[src/rtl/tmr_irq_ctrl.sv]
module tmr_irq_ctrl #(
  parameter int NCH = 4,
  parameter int DW  = 32,
  parameter int AW  = 3
) (
  input  logic           clk,
  input  logic           rst_n,
  input  logic           evt_update,
  input  logic           trig_in,
  input  logic           trig_gated,
  input  logic [NCH-1:0] evt_cc,
  input  logic [NCH-1:0] cc_capture_mode,
  input  logic [NCH-1:0] cap_rd,
  input  logic           bus_wr,
  input  logic [AW-1:0]  bus_addr,
  input  logic [DW-1:0]  bus_wdata,
  output logic [DW-1:0]  bus_rdata,
  output logic           irq
);
  localparam int NF = NCH + 2;
  localparam logic [AW-1:0] A_STAT  = AW'(0);
  localparam logic [AW-1:0] A_MASK  = AW'(1);
  localparam logic [AW-1:0] A_MISS  = AW'(2);
  localparam logic [AW-1:0] A_ENSET = AW'(3);
  localparam logic [AW-1:0] A_ENCLR = AW'(4);

  logic [NF-1:0]  flag_q, mask_q;
  logic [NCH-1:0] miss_q;
  logic           en_q, trig_q;

  wire wr_stat  = bus_wr && (bus_addr == A_STAT);
  wire wr_mask  = bus_wr && (bus_addr == A_MASK);
  wire wr_miss  = bus_wr && (bus_addr == A_MISS);
  wire wr_enset = bus_wr && (bus_addr == A_ENSET) && bus_wdata[0];
  wire wr_enclr = bus_wr && (bus_addr == A_ENCLR) && bus_wdata[0];

  wire trig_evt = trig_gated ? (trig_in ^ trig_q) : (trig_in & ~trig_q);

  wire [NF-1:0]  evt_vec  = {evt_cc, trig_evt, evt_update};
  wire [NF-1:0]  rd_clr   = {cap_rd & cc_capture_mode, 2'b00};
  wire [NF-1:0]  stat_clr = wr_stat ? bus_wdata[NF-1:0] : '0;
  wire [NCH-1:0] miss_clr = wr_miss ? bus_wdata[NCH-1:0] : '0;
  wire [NCH-1:0] miss_set = evt_cc & flag_q[NF-1:2];

  always_ff @(posedge clk or negedge rst_n) begin
    if (!rst_n) begin
      flag_q <= '0;
      mask_q <= '0;
      miss_q <= '0;
      en_q   <= 1'b0;
      trig_q <= 1'b0;
    end else begin
      trig_q <= trig_in;
      flag_q <= (flag_q & ~(stat_clr | rd_clr)) | evt_vec;
      miss_q <= (miss_q & ~miss_clr) | miss_set;
      if (wr_mask) mask_q <= bus_wdata[NF-1:0];
      if (wr_enset)      en_q <= 1'b1;
      else if (wr_enclr) en_q <= 1'b0;
    end
  end

  assign irq = en_q && |(flag_q & mask_q);

  always_comb begin
    case (bus_addr)
      A_STAT:  bus_rdata = DW'(flag_q);
      A_MASK:  bus_rdata = DW'(mask_q);
      A_MISS:  bus_rdata = DW'(miss_q);
      A_ENSET,
      A_ENCLR: bus_rdata = DW'(en_q);
      default: bus_rdata = '0;
    endcase
  end

  a_r1_update_sets: assert property (@(posedge clk) disable iff (!rst_n)
    evt_update |=> flag_q[0]);
  a_r2_update_w1c: assert property (@(posedge clk) disable iff (!rst_n)
    (wr_stat && bus_wdata[0] && !evt_update) |=> !flag_q[0]);
  a_r4_masked_quiet: assert property (@(posedge clk) disable iff (!rst_n)
    ((flag_q & mask_q) == '0) |-> !irq);
  a_r9_enable_gate: assert property (@(posedge clk) disable iff (!rst_n)
    wr_enclr |=> !irq);

  for (genvar c = 0; c < NCH; c++) begin : g_chk
    a_r1_cc_sets: assert property (@(posedge clk) disable iff (!rst_n)
      evt_cc[c] |=> flag_q[c+2]);
    a_r3_cap_read: assert property (@(posedge clk) disable iff (!rst_n)
      (cap_rd[c] && cc_capture_mode[c] && !evt_cc[c]) |=> !flag_q[c+2]);
    a_r5_missed: assert property (@(posedge clk) disable iff (!rst_n)
      (evt_cc[c] && flag_q[c+2]) |=> miss_q[c]);
    a_r6_miss_w1c: assert property (@(posedge clk) disable iff (!rst_n)
      (wr_miss && bus_wdata[c] && !(evt_cc[c] && flag_q[c+2])) |=> !miss_q[c]);
  end
endmodule

[config.mk]
export PLATFORM = sky130hd
export DESIGN_NAME = tmr_irq_ctrl
export DESIGN_NICKNAME = d
export VERILOG_FILES = /design/src/rtl/tmr_irq_ctrl.sv
export SDC_FILE = /design/constraint.sdc
export NUM_CORES = 1
export LEC_CHECK = 0
export ABC_AREA = 1
export BUFFER_PORTS_ARGS = -buffer_cell sky130_fd_sc_hd__buf_2
export CELL_PAD_IN_SITES_DETAIL_PLACEMENT = 2
export CELL_PAD_IN_SITES_GLOBAL_PLACEMENT = 2
export CORE_MARGIN = 10
export CORE_UTILIZATION = 20
export CTS_BUF_LIST = sky130_fd_sc_hd__clkbuf_4 sky130_fd_sc_hd__clkbuf_8
export DETAILED_ROUTE_END_ITERATION = 7
export PLACE_DENSITY = 0.83
export SYNTH_ARGS = -nofsm -noshare
export SYNTH_HDL_FRONTEND = slang
export SYNTH_SLANG_ARGS = --single-unit
[constraint.sdc]
create_clock -name clk -period 1.1 [get_ports clk]
set_input_delay 0.22 -clock clk [delete_from_list [all_inputs] [get_ports clk]]
set_output_delay 0.22 -clock clk [all_outputs]
set_load 0.01 [all_outputs]
==> summary.txt, run 1 <==
Failing checks - setup timing
Drt pass-1 iters - 3
FFs w/ async S/R, synth - 1.000
WP depth - 5
Die W - 98.22 um
Clock-pin slew on the worst setup and hold paths - 0.06 ns
Critical Path End Type - primary output
Post-synth EDFFs - 0
Fraction of the mapped netlist area in adder cells - 0.01022
CP max stage delay - 0.40 ns
Main combinational cell family by area after synthesis - simple AND/OR/NAND/NOR gates
Synth Instances - 171
Final setup fails - 7
Share of layout cells above drive strength 1 - 0.3974
Warnings, synthesis - 0
Post-synthesis mux area share - 0
Inserted Diodes - 0
Crit path launch type - register
First-pass GRT wire length - 7521 um
Grt met1 use - 0.1000
Main area contributors after synthesis - dfrtp_1, nand2_1, buf_4, nand3_1, inv_1
Core ar. - 0.005921 mm2
Remaining Overflow, GRT - 0
Min-delay worst type - input pin to register
Via-per-instance ratio - 4.104
Pin count of the biggest net entering global routing - 19
Hold Path Depth - 1
Clock latency on the worst-skew pair - 0.25 ns
Final Skew - 0.004166 ns
Top_reg_cell synth - dfrtp_1
Peak supply drop - 609.5 uV
DRC viols - 0
Slowest stage cell, crit path - dfrtp_1
Iteration-0 DRC Markers - 18
Crit Path Max Fanout - 2
Final #Nets - 290
Placer congestion estimate - 0.7573
Setup Crit Path Kind - register to primary output
Fmax - 0.6909 GHz
HPWL Detailed - 3598 um
All-layer global routing usage - 0.09353
RSZ-0062 raised after global routing - true
Worst path top cell family by delay - simple AND/OR/NAND/NOR gates
Worst R2R Path Depth - 5
CTS sink cnt - 18
Number of global-route vias before repair - 1,494
Synth area leader - dfrtp_1
Yosys reg bits - 18
Number of max-cap violations - 0
Synthesized cell area - 0.001224 mm2
Max-slew violation count - 0
Post-synthesis cell type count - 21
Dpl cells - 295
Filler Cell Count - 714
Routed len/inst - 15.45 um
Num CTS Buffers - 3
IO Pins - 86
Htree depth - 1
Busiest layer in global routing - met2
Mapped Avg Cell Area - 7.156 um2
DRT Wirelength - 4775 um
Vias - 1,268
Tcrit/Tclk final - 1.316
Cell row count - 28
Starting Density - 0.2067
Die area - 0.009647 mm2
CP bufs+invs - 1
Crit-path cells - nand2_1 -> nand2_2 -> nor3_4 -> nor2_1 -> buf_2
Non-filler cells, final - 309
Area grow syn2layout - 47.14%
Post-Synth XOR/XNOR Area - 0
Die Ht - 98.22 um
Initial antenna violation count - 0
Pleak - 1.008 nW
PnR worst setup slack - -0.3474 ns
Grt met2 use - 0.1726
Final worst path period need - 1.447 ns
PortBufs - 33
DRT antenna net count - 0
Yosys top cell area share - 0.3681
Register area share after synthesis - 0.3681
Hold Fails Final Rpt - 0
Req. time, crit path - 0.88 ns
Simple-Gate Fraction of Synth Area - 0.3497
CTS tree - built
Compound-gate portion of the synthesized area - 0.04090
CP arrival - 1.23 ns
Met3 Use GR - 0.03665
Longest Clk Path Bufs - 2
PwrDens - 1079 mW/mm2
Status - finished with violations
CTS Root Cell - clkbuf_8
Overall power - 1.943 mW
==> power by group <==
group | leakage, nW | switching (mW) | internal, mW | total, mW
Combinational | 0.793 | 0.381 | 0.325 | 0.706
Clock | 0.0216 | 0.213 | 0.243 | 0.456
Sequential | 0.194 | 0.0485 | 0.732 | 0.781
Total | 1.01 | 0.643 | 1.30 | 1.94
==> final cells by class <==
type                       instances  area [um2]  area share
multi-input combinational        132       664.4      0.3690
timing repair buffer              63       483.0      0.2682
sequential                        18       450.4      0.2502
tap                               75       93.84     0.05212
inverter                          18       67.56     0.03753
clock buffer                       3       41.29     0.02293
==> worst paths after layout <==
kind	from	end	slack, ns
worst max-delay path	flag_q[3]$_DFF_PN0_	irq	-0.35
worst min-delay path	trig_in	trig_q$_DFF_PN0_	0.1
worst max register to register	trig_q$_DFF_PN0_	flag_q[1]$_DFF_PN0_	0.14
worst min register to register	miss_q[0]$_DFF_PN0_	miss_q[0]$_DFF_PN0_	0.49
max in group asynchronous	rst_n	flag_q[3]$_DFF_PN0_	0.33
min in group asynchronous	rst_n	flag_q[0]$_DFF_PN0_	0.45
==> logic make-up after synthesis <==
group,Yosys count
AO/OA/AOI/OAI,9
adder cells (fa/ha/maj),1
buffers and inverters,46
flip-flops,18
other,1
AND/OR/NAND/NOR,96
==> synthesized netlist by cell type, types with 2 or more instances <==
master / number
inv_2: 4
buf_4: 26
nand3_1: 11
o21ai_0: 4
a21boi_0: 2
nand2_2: 2
nor2_4: 2
dfrtp_1: 18
inv_1: 14
a21oi_1: 2
nand2_1: 68
nand4_1: 7
nor2_1: 3
==> registers in the layout, summed over array words and instances (netlist names) <==
register  flops
flag_q        6
mask_q        6
miss_q        4
trig_q        1
en_q          1
==> through the flow <==
step / utilization / hold WS (ns) / worst slack [ns] / area [um2] / setup TNS, ns
after floorplan: - / -0.07559 / 0.1316 / 1318 / 0
after global placement: 0.2568 / 0.1879 / -0.1722 / 1520 / -1.950
after detailed placement: 0.2568 / 0.1920 / -0.1926 / 1520 / -2.530
after CTS: 0.2910 / 0.08820 / -0.3310 / 1723 / -1.882
after global routing: 0.3041 / 0.09103 / -0.4205 / 1800 / -2.050
final: 0.3041 / 0.09547 / -0.3474 / 1800 / -1.646
==> layer usage <==
layer  share of wire  vias to the layer above
li1                -                      607
met1            0.41                      626
met2            0.53                       33
met3           0.061                        2
met4          0.0017                        0
met5               0                        -
==> cells in the final DEF (no fill, tap or decap), drive strengths merged <==
master	synthesis	final
inv	18	18
dfrtp	18	18
nor2	6	6
clkbuf	0	3
nand2	70	70
buf	28	62
nand4	7	7
ha	1	1
nand3	11	11
conb	1	26
dlygate4sd3	0	1
a21boi	2	2
nor3	2	2
o21ai	5	5
a21oi	2	2
==> repair_timing <==
item / in CTS / in global routing
gates resized for setup: 29 / 11
pin swaps: 10 / 8
hold buffers: 1 / 0
cloned: 1 / 0
endpoints found under the setup margin: 7 / 13
endpoints found under the hold margin: 18 / 0
setup buffers: 4 / 10
(Power assumes the default switching activity.)
==> run 2: changes to the inputs <==
==> constraint.sdc (replaced) <==
create_clock -name clk -period 1.6 [get_ports clk]
set_input_delay 0.32 -clock clk [delete_from_list [all_inputs] [get_ports clk]]
set_output_delay 0.32 -clock clk [all_outputs]
set_load 0.01 [all_outputs]
==> run 2 against run 1 <==
  * The flow finishes with violations (hold timing)
  * Global-route usage is 1.0 points lower
  * Cell count is 7.4% lower
  * Non-clock buffer count is 24 lower
  * Sequential power is 30% lower
==> summary.txt, run 2 (synthesis gave the netlist of run 1 again) <==
Die W - 98.22 um (unchanged)
Combinational fraction of design power - 0.238 (was 0.363)
Clock network fraction of total power - 0.319 (was 0.235)
HPWL Detailed - 3276 um (was 3598 um)
Internal - 829.1 uW (was 1.300 mW)
Pleak - 0.8460 nW (was 1.008 nW)
Non-filler cells, final - 286 (was 309)
Die area - 0.009647 mm2 (unchanged)
CP arrival - 1.24 ns (was 1.23 ns)
Dpl cells - 280 (was 295)
Num CTS Buffers - 3 (unchanged)
FF-to-FF Start - trig_q$_DFF_PN0_ (unchanged)
First-pass GRT wire length - 6734 um (was 7521 um)
PwrDens - 827.4 mW/mm2 (was 1079 mW/mm2)
Htree depth - 1 (unchanged)
Peak supply drop - 216.0 uV (was 609.5 uV)
Final #Nets - 266 (was 290)
Initial antenna violation count - 0 (unchanged)
Worst R2R Path Depth - 5 (unchanged)
CTS Root Cell - clkbuf_8 (unchanged)
Final Skew - 0.007555 ns (was 0.004166 ns)
Longest Clk Path Bufs - 2 (unchanged)
Status - finished with violations (unchanged)
Cell row count - 28 (unchanged)
DRC viols - 0 (unchanged)
Req. time, crit path - 1.28 ns (was 0.88 ns)
Inserted Diodes - 0 (unchanged)
IO Pins - 86 (unchanged)
Share of layout cells above drive strength 1 - 0.2559 (was 0.3974)
Starting Density - 0.2067 (unchanged)
Setup Crit Path Kind - register to primary output (unchanged)
CTS tree - built (unchanged)
Worst reg-to-reg setup slack - 0.65 ns (was 0.14 ns)
P_sw - 397.7 uW (was 642.6 uW)
All-layer global routing usage - 0.08312 (was 0.09353)
CTS sink cnt - 18 (unchanged)
Crit path launch - flag_q[1]$_DFF_PN0_ (was flag_q[3]$_DFF_PN0_)
Tcrit/Tclk final - 0.9773
Crit path launch type - register (unchanged)
PortBufs - 33 (unchanged)
RSZ-0062 raised after global routing - true (unchanged)
Max-slew violation count - 0 (unchanged)
Final worst path period need - 1.564 ns
Area grow syn2layout - 21.17% (was 47.14%)
Crit Path Max Fanout - 3 (was 2)
Failing checks - hold timing (was setup timing)
Number of max-cap violations - 0 (unchanged)
Vias - 1,137 (was 1,268)
Remaining Overflow, GRT - 0 (unchanged)
Fmax - 0.6395 GHz
Iteration-0 DRC Markers - 45 (was 18)
Via-per-instance ratio - 3.976 (was 4.104)
Overall power - 1.227 mW (was 1.943 mW)
Placer congestion estimate - 0.7414 (was 0.7573)
Pin count of the biggest net entering global routing - 19 (unchanged)
CTS hold repair buffers - 0 (was 1)
Sequential power share - 0.443 (was 0.402)
Number of global-route vias before repair - 1,352 (was 1,494)
Leading cell types in the layout, fill and taps excluded - nand2_1, buf_2, conb_1 (unchanged)
Top flop regs - flag_q x6, mask_q x6, miss_q x4 (unchanged)
Routed len/inst - 13.97 um (was 15.45 um)
Hold_ws - -0.005199 ns (was 0.09547 ns)
Final setup fails - 0 (was 7)
Clock-pin slew on the worst setup and hold paths - 0.08 ns (was 0.06 ns)
Hold Fails Final Rpt - 10 (was 0)
Critical Path End Type - primary output (unchanged)
Die Ht - 98.22 um (unchanged)
Drt pass-1 iters - 4 (was 3)
Commonest non-fill, non-tap cell in the layout - nand2_1 (unchanged)
Min-delay worst type - input pin to async pin (was input pin to register)
DRT Wirelength - 3996 um (was 4775 um)
DRT antenna net count - 0 (unchanged)
R2R Path End - flag_q[1]$_DFF_PN0_ (unchanged)
Switch share - 0.3242 (was 0.3307)
Core ar. - 0.005921 mm2 (unchanged)
Clock latency on the worst-skew pair - 0.26 ns (was 0.25 ns)
Filler Cell Count - 743 (was 714)
run 2: changes by cell type in the layout (fill, tap and decap cells not counted), sizes merged:
cell and change:
clkbuf +1, buf -23, dlygate4sd3 -1
run 2: how the worst max path moves through the flow:
stage | slack, ns | to
2_1_floorplan | 0.43 | bus_rdata[4]
3_3_place_gp | 0.13 | bus_rdata[1]
3_5_place_dp | 0.09 | bus_rdata[1]
4_1_cts | 0.008 | irq
5_1_grt | -0.07 | irq
6_report | 0.04 | irq
run 2: metrics by stage:
stage          hold slack, ns  utilization  setup WS [ns]  setup TNS (ns)  cell area (um2)
5_1_grt               0.03387       0.2504       -0.06633        -0.06633             1483
3_5_place_dp           0.3051       0.2377        0.09439               0             1408
6_report            -0.005199       0.2504        0.03626               0             1483
3_3_place_gp           0.2883       0.2377         0.1298               0             1408
2_1_floorplan         0.02441            -         0.4316               0             1318
4_1_cts               0.01142       0.2492       0.008401               0             1475
run 2: power groups by stage:
stage	Sequential (mW)	Combinational (mW)	Clock, mW
floorplan	0.539	0.211	0
global placement	0.548	0.275	0
detailed placement	0.553	0.285	0
CTS	0.544	0.296	0.410
global route	0.550	0.346	0.427
finish	0.544	0.292	0.391
run 2: timing repair:
| action | 4_1_cts | 5_1_grt |
|---|---|---|
| resized for setup | 1 | 0 |
| pin swaps | 0 | 1 |
| endpoints found under the setup margin | 1 | 1 |
| setup buffers | 1 | 1 |
run 2: area by class of cell:
class                   count  area [um2]  share of cell area
flip-flops and latches     18       450.4              0.3038
inverters                  18       67.56             0.04557
clock buffers               4       55.05             0.03713
repair buffers             39       222.7              0.1502
well taps                  75       93.84             0.06329
multi-input cells         132       593.1              0.4000
run 2: per-layer routing:
metal	vias to the layer above	global-route usage	wire [um]
li1	558	-	-
met1	540	0.09663	1810
met2	35	0.1391	1848
met3	4	0.02960	303
met4	0	0.02646	34
met5	-	0	0
run 2: critical path, cell delays in order (launching register included):
cell     delay (ns)
dfrtp_1        0.41
nand2_1        0.08
nand2_1        0.07
nor3_2         0.22
nor2_1         0.06
buf_2          0.14
==> run 3: changes to the inputs <==
--- a/config.mk
+++ b/config.mk
@@ -9,6 +9,7 @@
 export BUFFER_PORTS_ARGS = -buffer_cell sky130_fd_sc_hd__buf_2
 export CELL_PAD_IN_SITES_DETAIL_PLACEMENT = 2
 export CELL_PAD_IN_SITES_GLOBAL_PLACEMENT = 2
+export CORE_ASPECT_RATIO = 2
 export CORE_MARGIN = 10
 export CORE_UTILIZATION = 20
 export CTS_BUF_LIST = sky130_fd_sc_hd__clkbuf_4 sky130_fd_sc_hd__clkbuf_8
==> run 3 against run 2 <==
  * The run still ends with hold timing left
  * Sequential share of layout area up 0.42 points
  * Combinational power up 2%
  * First-iteration DRC count down 33%
  * Critical path type unchanged
  * Largest power group unchanged
==> summary.txt, run 3 (synthesis gave the netlist of run 1 again) <==
Commonest non-fill, non-tap cell in the layout - nand2_1 (unchanged)
Routed len/inst - 14.78 um (was 13.97 um)
Die W - 75.31 um (was 98.22 um)
Cell row count - 40 (was 28)
PortBufs - 33 (unchanged)
PwrDens - 828.9 mW/mm2 (was 827.4 mW/mm2)
Via-per-instance ratio - 4.309 (was 3.976)
CTS hold repair buffers - 0 (unchanged)
Area grow syn2layout - 19.53% (was 21.17%)
Num CTS Buffers - 3 (unchanged)
Status - finished with violations (unchanged)
CP arrival - 1.18 ns (was 1.24 ns)
Clock latency on the worst-skew pair - 0.25 ns (was 0.26 ns)
Tcrit/Tclk final - 0.9347 (was 0.9773)
Leading cell types in the layout, fill and taps excluded - nand2_1, buf_2, conb_1 (unchanged)
Multi-input gate area - 603.1 um2 (was 593.1 um2)
Final Skew - 0.003061 ns (was 0.007555 ns)
Setup_tns - 0 ns (unchanged)
Core ar. - 0.005956 mm2 (was 0.005921 mm2)
Number of max-cap violations - 0 (unchanged)
Crit Path Max Fanout - 3 (unchanged)
Min-delay worst type - input pin to async pin (unchanged)
DRC viols - 0 (unchanged)
Max-slew violation count - 0 (unchanged)
Setup Fix Bufs, Post-CTS - 0 (was 1)
Final setup fails - 0 (unchanged)
Pleak - 0.8382 nW (was 0.8460 nW)
Longest Clk Path Bufs - 2 (unchanged)
Vias - 1,172 (was 1,137)
Starting Density - 0.2055 (was 0.2067)
Htree depth - 1 (unchanged)
Setup Crit Path Kind - register to primary output (unchanged)
Remaining Overflow, GRT - 0 (unchanged)
Die area - 0.009837 mm2 (was 0.009647 mm2)
Share of layout cells above drive strength 1 - 0.2584 (was 0.2559)
Top flop regs - flag_q x6, mask_q x6, miss_q x4 (unchanged)
DRT Wirelength - 4020 um (was 3996 um)
All-layer global routing usage - 0.08433 (was 0.08312)
Die Ht - 130.6 um (was 98.22 um)
Place WS - 0.1118 ns (was 0.09439 ns)
CTS tree - built (unchanged)
First-pass GRT wire length - 6251 um (was 6734 um)
CTS Root Cell - clkbuf_8 (unchanged)
Crit path launch type - register (unchanged)
Peak supply drop - 344.8 uV (was 216.0 uV)
Hold_ws - -0.002350 ns (was -0.005199 ns)
Placer congestion estimate - 0.7953 (was 0.7414)
Critical Path End Type - primary output (unchanged)
Number of global-route vias before repair - 1,347 (was 1,352)
RSZ-0062 raised after global routing - false (was true)
CTS sink cnt - 18 (unchanged)
Iteration-0 DRC Markers - 30 (was 45)
Final #Nets - 264 (was 266)
PnR worst setup slack - 0.1045 ns (was 0.03626 ns)
HPWL Detailed - 3464 um (was 3276 um)
Drt pass-1 iters - 3 (was 4)
Register cell area after layout - 450.4 um2 (unchanged)
End-of-flow core utilization - 0.2456 (was 0.2504)
Initial antenna violation count - 0 (unchanged)
Failing checks - hold timing (unchanged)
Inserted Diodes - 0 (unchanged)
Pin count of the biggest net entering global routing - 19 (unchanged)
IO Pins - 86 (unchanged)
Hold Fails Final Rpt - 3 (was 10)
Fmax - 0.6687 GHz (was 0.6395 GHz)
Req. time, crit path - 1.28 ns (about the same)
Clock-pin slew on the worst setup and hold paths - 0.07 ns (was 0.08 ns)
Filler Cell Count - 743 (unchanged)
Final worst path period need - 1.496 ns (was 1.564 ns)
DRT antenna net count - 0 (unchanged)
-- run 3: changes by cell type in the layout (fill, tap and decap cells not counted) --
| cell | delta |
|---|---|
| nand2_2 | +2 |
| buf_4 | -2 |
| nor2_2 | -1 |
| nand2_1 | -2 |
| nor2_4 | +1 |
-- run 3: power by group --
part	total, mW	internal, mW	switching (mW)
logic	0.297	0.106	0.190
registers	0.543	0.503	0.0397
clock network	0.373	0.219	0.154
total	1.21	0.828	0.384
-- run 3: what timing repair did --
action	in CTS	in global routing
setup endpoints to repair	1	2
pin swaps	0	2
resized for setup	1	3
-- run 3: final cells by class --
cell class	instances	share of cell area
sequential	18	0.3080
inverter	18	0.04619
clock buffer	4	0.03764
tap	63	0.05389
multi-input combinational	132	0.4123
timing repair buffer	37	0.1420
-- run 3: worst paths after layout --
kind | start | endpoint | slack (ns) | depth (start not counted)
max | flag_q[0]$_DFF_PN0_ | irq | 0.10 | 5
min | rst_n | flag_q[2]$_DFF_PN0_ | -0.002 | 1
max reg2reg | trig_q$_DFF_PN0_ | flag_q[1]$_DFF_PN0_ | 0.65 | 5
min reg2reg | miss_q[0]$_DFF_PN0_ | miss_q[0]$_DFF_PN0_ | 0.47 | 2
max in group asynchronous | rst_n | flag_q[0]$_DFF_PN0_ | 1.29 | 1
min in group clk | trig_in | trig_q$_DFF_PN0_ | 0.19 | 1
-- run 3: per-layer routing --
metal	GRT usage	vias up	wire, um
met3	0.02039	2	250
met5	0	-	0
met1	0.07510	575	1356
met4	0.03300	0	38
met2	0.1681	39	2375
li1	-	556	-
-- run 3: per-stage QoR --
stage,cells,cell area (um2),power (mW)
5_1_grt,272,1463,1.302
3_3_place_gp,268,1393,0.8256
6_report,272,1463,1.212
2_1_floorplan,196,1318,0.7501
4_1_cts,272,1453,1.228
3_5_place_dp,268,1393,0.8416
-- run 3: worst max-delay path, cell delays in order, from the launching register on --
cell,delay (ns)
dfrtp_1,0.41
nand2_1,0.10
nand2_2,0.05
nor3_2,0.17
nor2_1,0.06
buf_2,0.14
